`src/rtl/msc_pkg.sv`:
```
package msc_pkg;

  // Clock waveform style used to judge the preferred edge order.
  typedef enum logic {
    CLK_RTZ = 1'b0,
    CLK_NRZ = 1'b1
  } clkStyleT;

  // Strobes from control to the cells.
  typedef struct packed {
    logic shift;
    logic load;
  } strobeT;

endpackage

```
`src/rtl/msc_ctrl.sv`:
```
module msc_ctrl
  import msc_pkg::*;
#(
  parameter int                N            = 8,
  parameter logic [N-1:0]      POLARITY     = '1,
  parameter msc_pkg::clkStyleT CLK_STYLE    = msc_pkg::CLK_RTZ,
  parameter bit                STRICT_ORDER = 1'b0
) (
  input  logic   scanEn,
  output strobeT strobe
);

  always_comb begin
    strobe.shift = scanEn;
    strobe.load  = !scanEn;
  end

  // Elaboration-time report of lock-up links and optional order rejection.
  for (genvar gi = 0; gi < N - 1; gi++) begin : g_order
    localparam bit RISE_FALL = POLARITY[gi] && !POLARITY[gi+1];
    localparam bit FALL_RISE = !POLARITY[gi] && POLARITY[gi+1];
    localparam bit OFF_ORDER = (CLK_STYLE == CLK_RTZ) ? RISE_FALL : FALL_RISE;
    if (RISE_FALL) begin : g_note
      initial $display("msc: lock-up stage on link cell %0d -> cell %0d", gi, gi + 1);
    end
    if (STRICT_ORDER && OFF_ORDER) begin : g_reject
      initial $fatal(1, "msc: link cell %0d -> cell %0d breaks preferred edge order", gi, gi + 1);
    end
  end

endmodule

```
`src/rtl/msc_cell.sv`:
```
module msc_cell
  import msc_pkg::*;
#(
  parameter bit RISE = 1'b1
) (
  input  logic   clk,
  input  logic   rstN,
  input  strobeT strobe,
  input  logic   shiftD,
  input  logic   loadD,
  output logic   q
);

  logic nextD;

  always_comb begin
    if (strobe.shift)     nextD = shiftD;
    else if (strobe.load) nextD = loadD;
    else                  nextD = q;
  end

  if (RISE) begin : g_rise
    always_ff @(posedge clk or negedge rstN) begin
      if (!rstN) q <= 1'b0;
      else       q <= nextD;
    end
    AST_RISE_FUNC_LOAD: assert property (@(posedge clk) disable iff (!rstN)
      (strobe.load && !strobe.shift) |=> q == $past(loadD));
  end else begin : g_fall
    always_ff @(negedge clk or negedge rstN) begin
      if (!rstN) q <= 1'b0;
      else       q <= nextD;
    end
    AST_FALL_FUNC_LOAD: assert property (@(negedge clk) disable iff (!rstN)
      (strobe.load && !strobe.shift) |=> q == $past(loadD));
  end

endmodule

```
`src/rtl/msc_lockup.sv`:
```
module msc_lockup (
  input  logic clk,
  input  logic rstN,
  input  logic d,
  output logic q
);

  // Opens on the low phase, holds through the high phase. The upstream
  // rising-edge cell only changes while this stage is closed, so its output
  // is the value present when the low phase begins.
  always_ff @(negedge clk or negedge rstN) begin
    if (!rstN) q <= 1'b0;
    else       q <= d;
  end

endmodule

```
`src/rtl/msc_datapath.sv`:
```
module msc_datapath
  import msc_pkg::*;
#(
  parameter int           N        = 8,
  parameter logic [N-1:0] POLARITY = '1
) (
  input  logic         clk,
  input  logic         rstN,
  input  strobeT       strobe,
  input  logic         scanIn,
  input  logic [N-1:0] dataIn,
  output logic [N-1:0] capQ,
  output logic         scanOut
);

  localparam int LAST = N - 1;

  logic [N-1:0] cellQ;
  logic [N-1:0] feed;   // value offered to each cell while shifting

  assign feed[0] = scanIn;

  for (genvar gi = 0; gi < N; gi++) begin : g_cell
    msc_cell #(.RISE(POLARITY[gi])) u_cell (
      .clk    (clk),
      .rstN   (rstN),
      .strobe (strobe),
      .shiftD (feed[gi]),
      .loadD  (dataIn[gi]),
      .q      (cellQ[gi])
    );
  end

  for (genvar gi = 0; gi < N - 1; gi++) begin : g_link
    localparam bit UP_RISE = POLARITY[gi];
    localparam bit DN_RISE = POLARITY[gi+1];
    if (UP_RISE && !DN_RISE) begin : g_lockup
      logic lockQ;
      msc_lockup u_lockup (
        .clk  (clk),
        .rstN (rstN),
        .d    (cellQ[gi]),
        .q    (lockQ)
      );
      assign feed[gi+1] = lockQ;
      AST_NO_DOUBLE_SHIFT: assert property (@(negedge clk) disable iff (!rstN)
        strobe.shift |=> cellQ[gi+1] == $past(cellQ[gi], 2));
    end else begin : g_direct
      assign feed[gi+1] = cellQ[gi];
      if (!UP_RISE && DN_RISE) begin : g_fall_rise
        AST_FALL_RISE_LINK: assert property (@(posedge clk) disable iff (!rstN)
          strobe.shift |=> cellQ[gi+1] == $past(cellQ[gi]));
      end else if (DN_RISE) begin : g_rise_rise
        AST_RISE_SHIFT_ONE: assert property (@(posedge clk) disable iff (!rstN)
          strobe.shift |=> cellQ[gi+1] == $past(cellQ[gi]));
      end else begin : g_fall_fall
        AST_FALL_SHIFT_ONE: assert property (@(negedge clk) disable iff (!rstN)
          strobe.shift |=> cellQ[gi+1] == $past(cellQ[gi]));
      end
    end
  end

  assign capQ    = cellQ;
  assign scanOut = cellQ[LAST];

endmodule

```
`src/rtl/mixed_edge_scan_chain.sv`:
```
module mixed_edge_scan_chain
  import msc_pkg::*;
#(
  parameter int                N            = 8,
  parameter logic [N-1:0]      POLARITY     = 8'hF0,
  parameter msc_pkg::clkStyleT CLK_STYLE    = msc_pkg::CLK_RTZ,
  parameter bit                STRICT_ORDER = 1'b0
) (
  input  logic         clk,
  input  logic         rstN,
  input  logic         scanEn,
  input  logic         scanIn,
  input  logic [N-1:0] dataIn,
  output logic         scanOut,
  output logic [N-1:0] capQ
);

  strobeT strobe;

  msc_ctrl #(
    .N            (N),
    .POLARITY     (POLARITY),
    .CLK_STYLE    (CLK_STYLE),
    .STRICT_ORDER (STRICT_ORDER)
  ) u_ctrl (
    .scanEn (scanEn),
    .strobe (strobe)
  );

  msc_datapath #(
    .N        (N),
    .POLARITY (POLARITY)
  ) u_datapath (
    .clk     (clk),
    .rstN    (rstN),
    .strobe  (strobe),
    .scanIn  (scanIn),
    .dataIn  (dataIn),
    .capQ    (capQ),
    .scanOut (scanOut)
  );

endmodule

```
`config.mk`:
```
export PLATFORM = sky130hd
export DESIGN_NAME = mixed_edge_scan_chain
export DESIGN_NICKNAME = d
export VERILOG_FILES = /design/src/rtl/msc_pkg.sv /design/src/rtl/msc_ctrl.sv /design/src/rtl/msc_cell.sv /design/src/rtl/msc_lockup.sv /design/src/rtl/msc_datapath.sv /design/src/rtl/mixed_edge_scan_chain.sv
export SDC_FILE = /design/constraint.sdc
export NUM_CORES = 1
export LEC_CHECK = 0
export ABC_AREA = 0
export BUFFER_PORTS_ARGS = -buffer_cell sky130_fd_sc_hd__buf_4
export CAP_MARGIN = 10
export CORE_AREA = 2 2 39 41
export DETAILED_ROUTE_END_ITERATION = 6
export DIE_AREA = 0 0 41 43
export PLACE_DENSITY = 0.57
export SKIP_CTS_REPAIR_TIMING = 1
export SLEW_MARGIN = 20
export SYNTH_ARGS = -nofsm -noshare
export SYNTH_HDL_FRONTEND = slang
export SYNTH_SLANG_ARGS = --single-unit
```
`constraint.sdc`:
```
create_clock -name clk -period 0.85 [get_ports clk]
set_input_delay 0.17 -clock clk [delete_from_list [all_inputs] [get_ports clk]]
set_output_delay 0.17 -clock clk [all_outputs]
set_load 0.005 [all_outputs]
```
==> impl_metrics.tcl, run 1 <==
set metrics [dict create \
    status "finished with violations" \
    violations "setup timing" \
    synth.distinct_cells 5 \
    hold_path_class "input port to flop" \
    grt_usage 0.09321 \
    crit_slowest_cell "dfrtn_1" \
    wire_per_inst_um 11.32 \
    ys_seq_area_frac 0.5112 \
    grt_overflow 0 \
    path_buf_inv 1 \
    largest_registers "u_datapath.g_cell.u_cell.q (8)" \
    num-nets-final 60 \
    drive_gt1_frac 0.7872 \
    htree_levels 1 \
    die_h_um 43 \
    cts_made_buffers 3 \
    area_delta_synth_final_pct 53.99 \
    largest_register_ffs 8 \
    portBuffers 20 \
    synth_seq_cells 8 \
    antenna_found_initial 0 \
    diodes 0 \
    yosysWarnings 0 \
    final_antenna_net_count 0 \
    ir_worst_vdd_v 0.0007907 \
    ioPinCount 21 \
    slowest_delay_ns 0.41 \
    slew_viol_final 0 \
    synthCells 25 \
    p_switching_uw 223.6 \
    numClockSinks 8 \
    synth.net_count 37 \
    drt_pass1_iterations 1 \
    syn_avg_cell_area_um2 15.67 \
    fill_cells 131 \
    crit_fanout 2 \
    max-cap-violations 0 \
    crit_family "flip-flops" \
    dp_hpwl_um 531.3 \
    p_int_uw 783.6 \
    grt_setup_unrepaired "yes" \
    power_density_nw_per_um2 1670 \
    tightest_slew_ns 0.1066 \
    start_util 0.2830 \
    placed_area_um2 505.5 \
    start_kind "flop" \
    rows 14 \
    wl_um 713 \
    swShare 0.2220 \
    ff2ff_setup_slack_ns -0.42 \
    p_comb_frac 0.242 \
    cp_data_arrival_time_ns 1.21 \
    hold_viol 0 \
    endpoint_kind "output pin" \
    top_register "u_datapath.g_cell.u_cell.q" \
    gp_congestion 0.5893 \
    crit_type "flop to output pin" \
    clock_skew_ns 0.007633 \
    crit_chain "buf_4" \
    viasPerCell 4.000 \
    die_w_um 41 \
    leakagePower_uw 0.0003139 \
    fp.coreArea_um2 1384 \
    cts.reportedPaths.clkPinSlew_ns 0.06 \
    num_vias 252 \
    cts_tree "yes" \
    syn_area_um2 391.6 \
    power_frac_clock 0.317 \
    setup_slack_ns -0.5305 \
    grt_pass1_vias 244 \
    slew-limit-headroom 0.9289 \
    setup_viol 16 \
    worst_ep_required_time_ns 0.68 \
    drt_iter0_drc 0 \
    whs_ns 0.1446 \
    final_cell_area_um2 603.1 \
    grt_first_pass_wirelength_mm 1.035 \
    drc 0 \
    cts.path.max_buffers 2 \
    seqPwrFrac 0.441 \
    grt_max_degree 9 \
    dieArea_um2 1763 \
    root_buffer "clkbuf_4" \
    worstSkewPairLatency_ns 0.26 \
]
==> metal layers <==
metal	vias to the layer above	wire length [um]	track usage
met3	0	65	0.06283
met4	0	0	0.02000
met5	-	0	0
li1	119	-	-
met1	119	237	0.09272
met2	14	411	0.1531
==> power groups by stage <==
stage / clock network [uW] / logic, uW / registers [uW]
global placement: 0 / 191 / 445
floorplan: 0 / 133 / 441
global route: 348 / 262 / 448
CTS: 325 / 195 / 442
detailed placement: 0 / 193 / 448
finish: 320 / 243 / 444
==> placed cells by master (no fill, tap or decap), drive strengths merged <==
cell	count
dfrtn	4
dfrtp	4
mux2	8
buf	26
dlygate4sd3	1
clkbuf	4
==> through the flow <==
stage | utilization | setup WS, ns | TNS [ns] | instances | total power [uW]
global placement | 0.3653 | -0.3456 | -2.725 | 54 | 635.8
CTS | 0.3843 | -0.5388 | -3.286 | 58 | 962.1
detailed placement | 0.3653 | -0.3626 | -2.858 | 54 | 641.3
global route | 0.4358 | -0.5618 | -3.514 | 63 | 1058
floorplan | - | -0.3086 | -2.407 | 25 | 574.5
finish | 0.4358 | -0.5305 | -3.174 | 63 | 1007
==> synth_stat cells, drive strengths merged <==
master	instances	share of area
buf	9	0.18
dfrtn	4	0.26
dfrtp	4	0.26
mux2	8	0.31
==> cell families (layout without fill, tap and decap cells) <==
logic type	after synthesis	count (layout)	share of synthesized area
buf+inv	9	31	0.1821
mux	8	8	0.3067
flops	8	8	0.5112
==> worst reg2reg max path, stage by stage (launching register included) <==
cell	delay, ns
dfrtn_1	0.35
buf_4	0.13
mux2_4	0.24
==> layout make-up <==
| cell class | count | area (um^2) | area share |
|---|---|---|---|
| repair buffers | 27 | 236.5 | 0.3921 |
| flip-flops and latches | 8 | 200.2 | 0.3320 |
| multi-input cells | 8 | 120.1 | 0.1992 |
| clock buffers | 4 | 26.28 | 0.04357 |
| well taps | 16 | 20.02 | 0.03320 |
==> final timing paths <==
kind / from / endpoint / cells after the start
min in group asynchronous: rstN / u_datapath.g_cell[4].u_cell.q$_DFF_PN0_ / 2
worst min-delay path: dataIn[6] / u_datapath.g_cell[6].u_cell.q$_DFF_PN0_ / 2
worst max register to register: u_datapath.g_cell[3].u_cell.q$_DFF_NN0_ / u_datapath.g_cell[4].u_cell.q$_DFF_PN0_ / 2
max in group asynchronous: rstN / u_datapath.g_cell[1].u_cell.q$_DFF_NN0_ / 2
worst max-delay path: u_datapath.g_cell[0].u_cell.q$_DFF_NN0_ / capQ[0] / 1
worst min register to register: u_datapath.g_cell[1].u_cell.q$_DFF_NN0_ / u_datapath.g_cell[2].u_cell.q$_DFF_NN0_ / 1
(Power assumes the default switching activity.)
==> run 2, diff against run 1 <==
--- a/config.mk
+++ b/config.mk
@@ -12,6 +12,7 @@
 export DETAILED_ROUTE_END_ITERATION = 6
 export DIE_AREA = 0 0 41 43
 export PLACE_DENSITY = 0.57
+export SETUP_SLACK_MARGIN = 0.5
 export SKIP_CTS_REPAIR_TIMING = 1
 export SLEW_MARGIN = 20
 export SYNTH_ARGS = -nofsm -noshare
==> impl_metrics.tcl, run 2 (same netlist as run 1, synthesis figures left out) <==
set metrics [dict create \
    root_buffer "clkbuf_4" \
    fp.coreArea_um2 1384 \
    crit_chain "buf_6" \
    ioPinCount 21 \
    slowest_delay_ns 0.43 \
    crit_type "flop to output pin" \
    portBuffers 20 \
    cp_data_arrival_time_ns 1.22 \
    grt_setup_unrepaired "yes" \
    largest_registers "u_datapath.g_cell.u_cell.q (8)" \
    cts_made_buffers 3 \
    hold_path_class "input port to asynchronous set/reset pin" \
    endpoint_kind "output pin" \
    grt_usage 0.09848 \
    slew_viol_final 0 \
    max-cap-violations 0 \
    final_cell_mix "15 x buf_4, 8 x mux2_4, 8 x buf_6, 4 x dfrtn_1, 4 x dfrtp_1" \
    worst-r2r-cell-count 1 \
    power_density_nw_per_um2 1687 \
    grt_pass1_vias 268 \
    viasPerCell 4.083 \
    area_delta_synth_final_pct 50.48 \
    violations "hold timing, setup timing" \
    cts.reportedPaths.clkPinSlew_ns 0.06 \
    drc 0 \
    total_power_uw 994.4 \
    numClockSinks 8 \
    ff2ff_setup_slack_ns -0.29 \
    antenna_found_initial 0 \
    setup_viol 16 \
    place_ws_ns -0.3501 \
    crit_slowest_cell "dfrtn_1" \
    gp_congestion 0.5756 \
    setup_slack_ns -0.5416 \
    largest_register_ffs 8 \
    num-nets-final 57 \
    path_buf_inv 1 \
    top_register "u_datapath.g_cell.u_cell.q" \
    utilization 0.4259 \
    wl_um 674 \
    htree_levels 1 \
    die_w_um 41 \
    cts.path.max_buffers 2 \
    fin_tns_setup_ns -3.046 \
    drt_pass1_iterations 2 \
    worstSkewPairLatency_ns 0.26 \
    crit_fanout 2 \
    crit_family "flip-flops" \
    cp_num_cells 1 \
    clock_skew_ns 0.01086 \
    worst_ep_required_time_ns 0.68 \
    dieArea_um2 1763 \
    grt_max_degree 9 \
    hold_viol 4 \
    grt_first_pass_wirelength_mm 1.124 \
    status "finished with violations" \
    num_vias 245 \
    rows 14 \
    cts_tree "yes" \
    layout_commonest_cell "buf_4" \
    start_kind "flop" \
    leakagePower_uw 0.0003038 \
    whs_ns -0.2809 \
    diodes 0 \
    ir_worst_vdd_v 0.0005165 \
    wire_per_inst_um 11.23 \
    drive_gt1_frac 0.7955 \
    tightest_slew_ns 0.1088 \
    die_h_um 43 \
    drt_iter0_drc 2 \
    grt_overflow 0 \
    final_antenna_net_count 0 \
    slew-limit-headroom 0.9275 \
    start_util 0.2830 \
    fill_cells 137 \
]
-- run 2: cell types whose count changed in the layout (fill, tap and decap cells not counted), sizes merged --
| cell | before | now |
|---|---|---|
| buf | 26 | 24 |
| dlygate4sd3 | 1 | 0 |
-- run 2: cell type report --
type | instances | area [um^2] | area share
repair buffers | 24 | 222.7 | 0.3779
clock buffers | 4 | 26.28 | 0.04459
well taps | 16 | 20.02 | 0.03397
flip-flops and latches | 8 | 200.2 | 0.3397
multi-input cells | 8 | 120.1 | 0.2038
-- run 2: worst paths after layout --
path | startpoint | end
max in group asynchronous | rstN | u_datapath.g_cell[1].u_cell.q$_DFF_NN0_
setup / recovery | u_datapath.g_cell[1].u_cell.q$_DFF_NN0_ | capQ[1]
setup reg to reg | u_datapath.g_cell[3].u_cell.q$_DFF_NN0_ | u_datapath.g_cell[4].u_cell.q$_DFF_PN0_
min in group clk | dataIn[7] | u_datapath.g_cell[7].u_cell.q$_DFF_PN0_
hold reg to reg | u_datapath.g_cell[0].u_cell.q$_DFF_NN0_ | u_datapath.g_cell[1].u_cell.q$_DFF_NN0_
hold / removal | rstN | u_datapath.g_cell[5].u_cell.q$_DFF_PN0_
-- run 2: per-stage QoR --
step	instances	instance area, um^2
floorplan	25	415.4
CTS	57	524.3
global route	60	589.3
detailed placement	53	498.0
finish	60	589.3
global placement	53	498.0
-- run 2: report_power, final --
group | leakage (uW) | internal (uW) | switching (uW) | total [uW]
clock | 0.0000150 | 180 | 132 | 312
sequential | 0.0000933 | 420 | 26.7 | 447
combinational | 0.000196 | 180 | 55.4 | 236
-- run 2: layer usage --
layer,vias up,wire length (um),track usage
li1,112,-,-
met5,-,0,0
met1,120,237,0.1133
met3,0,77,0.03141
met4,0,0,0.08000
met2,13,359,0.1406
==> run 3, diff against run 2 <==
--- a/config.mk
+++ b/config.mk
@@ -8,10 +8,12 @@
 export ABC_AREA = 0
 export BUFFER_PORTS_ARGS = -buffer_cell sky130_fd_sc_hd__buf_4
 export CAP_MARGIN = 10
-export CORE_AREA = 2 2 39 41
+export CELL_PAD_IN_SITES_DETAIL_PLACEMENT = 1
+export CELL_PAD_IN_SITES_GLOBAL_PLACEMENT = 2
+export CORE_UTILIZATION = 25
 export DETAILED_ROUTE_END_ITERATION = 6
-export DIE_AREA = 0 0 41 43
-export PLACE_DENSITY = 0.57
+export GPL_TIMING_DRIVEN = 0
+export PLACE_DENSITY = 0.73
 export SETUP_SLACK_MARGIN = 0.5
 export SKIP_CTS_REPAIR_TIMING = 1
 export SLEW_MARGIN = 20
==> impl_metrics.tcl, run 3 (same netlist as run 1, synthesis figures left out) <==
set metrics [dict create \
    fill_cells 140 \
    power_density_nw_per_um2 1580 \
    ff2ff_setup_slack_ns -0.30 \
    max-cap-violations 0 \
    largest_registers "u_datapath.g_cell.u_cell.q (8)" \
    layout_commonest_cell "buf_4" \
    root_buffer "clkbuf_4" \
    cts_tree "yes" \
    worstSkewPairLatency_ns 0.25 \
    final_cell_area_um2 681.9 \
    portBuffers 19 \
    seqPwrFrac 0.415 \
    placed_area_um2 576.8 \
    die_h_um 41.58 \
    clock_skew_ns 0.005710 \
    num-nets-final 66 \
    swShare 0.2172 \
    crit-reg2reg-launch "u_datapath.g_cell[3].u_cell.q$_DFF_NN0_" \
    area_delta_synth_final_pct 74.12 \
    wire_per_inst_um 12.40 \
    die_w_um 41.58 \
    leakagePower_uw 0.0003558 \
    whs_ns -0.2778 \
    num_vias 280 \
    slew_viol_final 0 \
    hold_path_class "input port to asynchronous set/reset pin" \
    final_cell_mix "17 x buf_4, 15 x buf_6, 8 x mux2_4, 4 x dfrtn_1, 4 x dfrtp_1" \
    rows 13 \
    grt_pass1_vias 295 \
    drive_gt1_frac 0.8302 \
    wl_um 843 \
    violations "hold timing, setup timing" \
    final_antenna_net_count 0 \
    drt_pass1_iterations 2 \
    ir_worst_vdd_v 0.0008546 \
    r2r_end "u_datapath.g_cell[4].u_cell.q$_DFF_PN0_" \
    cts_made_buffers 3 \
    start_util 0.2833 \
    grt_usage 0.1090 \
    status "finished with violations" \
    viasPerCell 4.118 \
    p_comb_frac 0.296 \
    grt_overflow 0 \
    worst-r2r-cell-count 1 \
    crit_type "flop to output pin" \
    largest_register_ffs 8 \
    antenna_found_initial 0 \
    drt_iter0_drc 1 \
    htree_levels 1 \
    cts.reportedPaths.clkPinSlew_ns 0.06 \
    worst_ep_required_time_ns 0.68 \
    tightest_slew_ns 0.1238 \
    p_switching_uw 234.1 \
    power_frac_clock 0.289 \
    top_register "u_datapath.g_cell.u_cell.q" \
    drc 0 \
    setup_viol 16 \
    grt_setup_unrepaired "yes" \
    start_kind "flop" \
    cp_data_arrival_time_ns 1.30 \
    crit_fanout 2 \
    gp_congestion 0.6903 \
    ioPinCount 21 \
    setup_slack_ns -0.6230 \
    cts.path.max_buffers 2 \
    numClockSinks 8 \
    grt_first_pass_wirelength_mm 1.345 \
    p_int_uw 843.5 \
    slew-limit-headroom 0.9174 \
    fp.coreArea_um2 1383 \
    grt_max_degree 9 \
    diodes 0 \
    hold_viol 4 \
    place_ws_ns -0.3473 \
    dieArea_um2 1729 \
    endpoint_kind "output pin" \
]
[run 3: power by group through the flow]
stage               combinational, uW  clock, uW  sequential, uW
floorplan                         144          0             445
global placement                  252          0             448
detailed placement                261          0             452
CTS                               262        327             446
global route                      341        349             451
finish                            319        311             447
[run 3: how the worst max path moves through the flow]
stage,startpoint,endpoint,slack [ns],cells after the start
global placement,u_datapath.g_cell[1].u_cell.q$_DFF_NN0_,capQ[1],-0.34,2
finish,u_datapath.g_cell[2].u_cell.q$_DFF_NN0_,capQ[2],-0.62,2
CTS,u_datapath.g_cell[2].u_cell.q$_DFF_NN0_,capQ[2],-0.64,2
global route,u_datapath.g_cell[2].u_cell.q$_DFF_NN0_,capQ[2],-0.64,2
detailed placement,u_datapath.g_cell[3].u_cell.q$_DFF_NN0_,capQ[3],-0.35,2
floorplan,scanEn,u_datapath.g_cell[0].u_cell.q$_DFF_NN0_,-0.31,2
[run 3: through the flow]
stage / TNS [ns] / cells / hold slack (ns) / util / total power (uW)
2_1_floorplan: -2.407 / 25 / -0.1256 / - / 589.6
3_3_place_gp: -2.876 / 59 / -0.008368 / 0.4172 / 700.4
3_5_place_dp: -2.953 / 59 / -0.006142 / 0.4172 / 712.5
4_1_cts: -3.987 / 63 / -0.2775 / 0.4362 / 1036
5_1_grt: -4.158 / 68 / -0.2839 / 0.4932 / 1141
6_report: -3.800 / 68 / -0.2778 / 0.4932 / 1078
[run 3: metal layers]
| metal | up-vias | global-route usage | share of wire |
|---|---|---|---|
| met4 | 0 | 0.05806 | 0 |
| met2 | 18 | 0.2031 | 0.56 |
| met3 | 0 | 0.02609 | 0.069 |
| li1 | 129 | - | - |
| met1 | 133 | 0.1093 | 0.37 |
| met5 | - | 0 | 0 |
[run 3: final cells by class]
cell class / instances / area (um^2) / area share
Multi-Input combinational cell: 8 / 120.1 / 0.1761
Sequential cell: 8 / 200.2 / 0.2936
Buffer: 9 / 102.6 / 0.1505
Clock buffer: 4 / 26.28 / 0.03853
Tap cell: 15 / 18.77 / 0.02752
Timing Repair Buffer: 24 / 214.0 / 0.3138
[run 3: worst max-delay path, cell delays in order, from the launching register on]
cell and delay, ns:
dfrtn_1 0.43, buf_6 0.11, buf_6 0.08
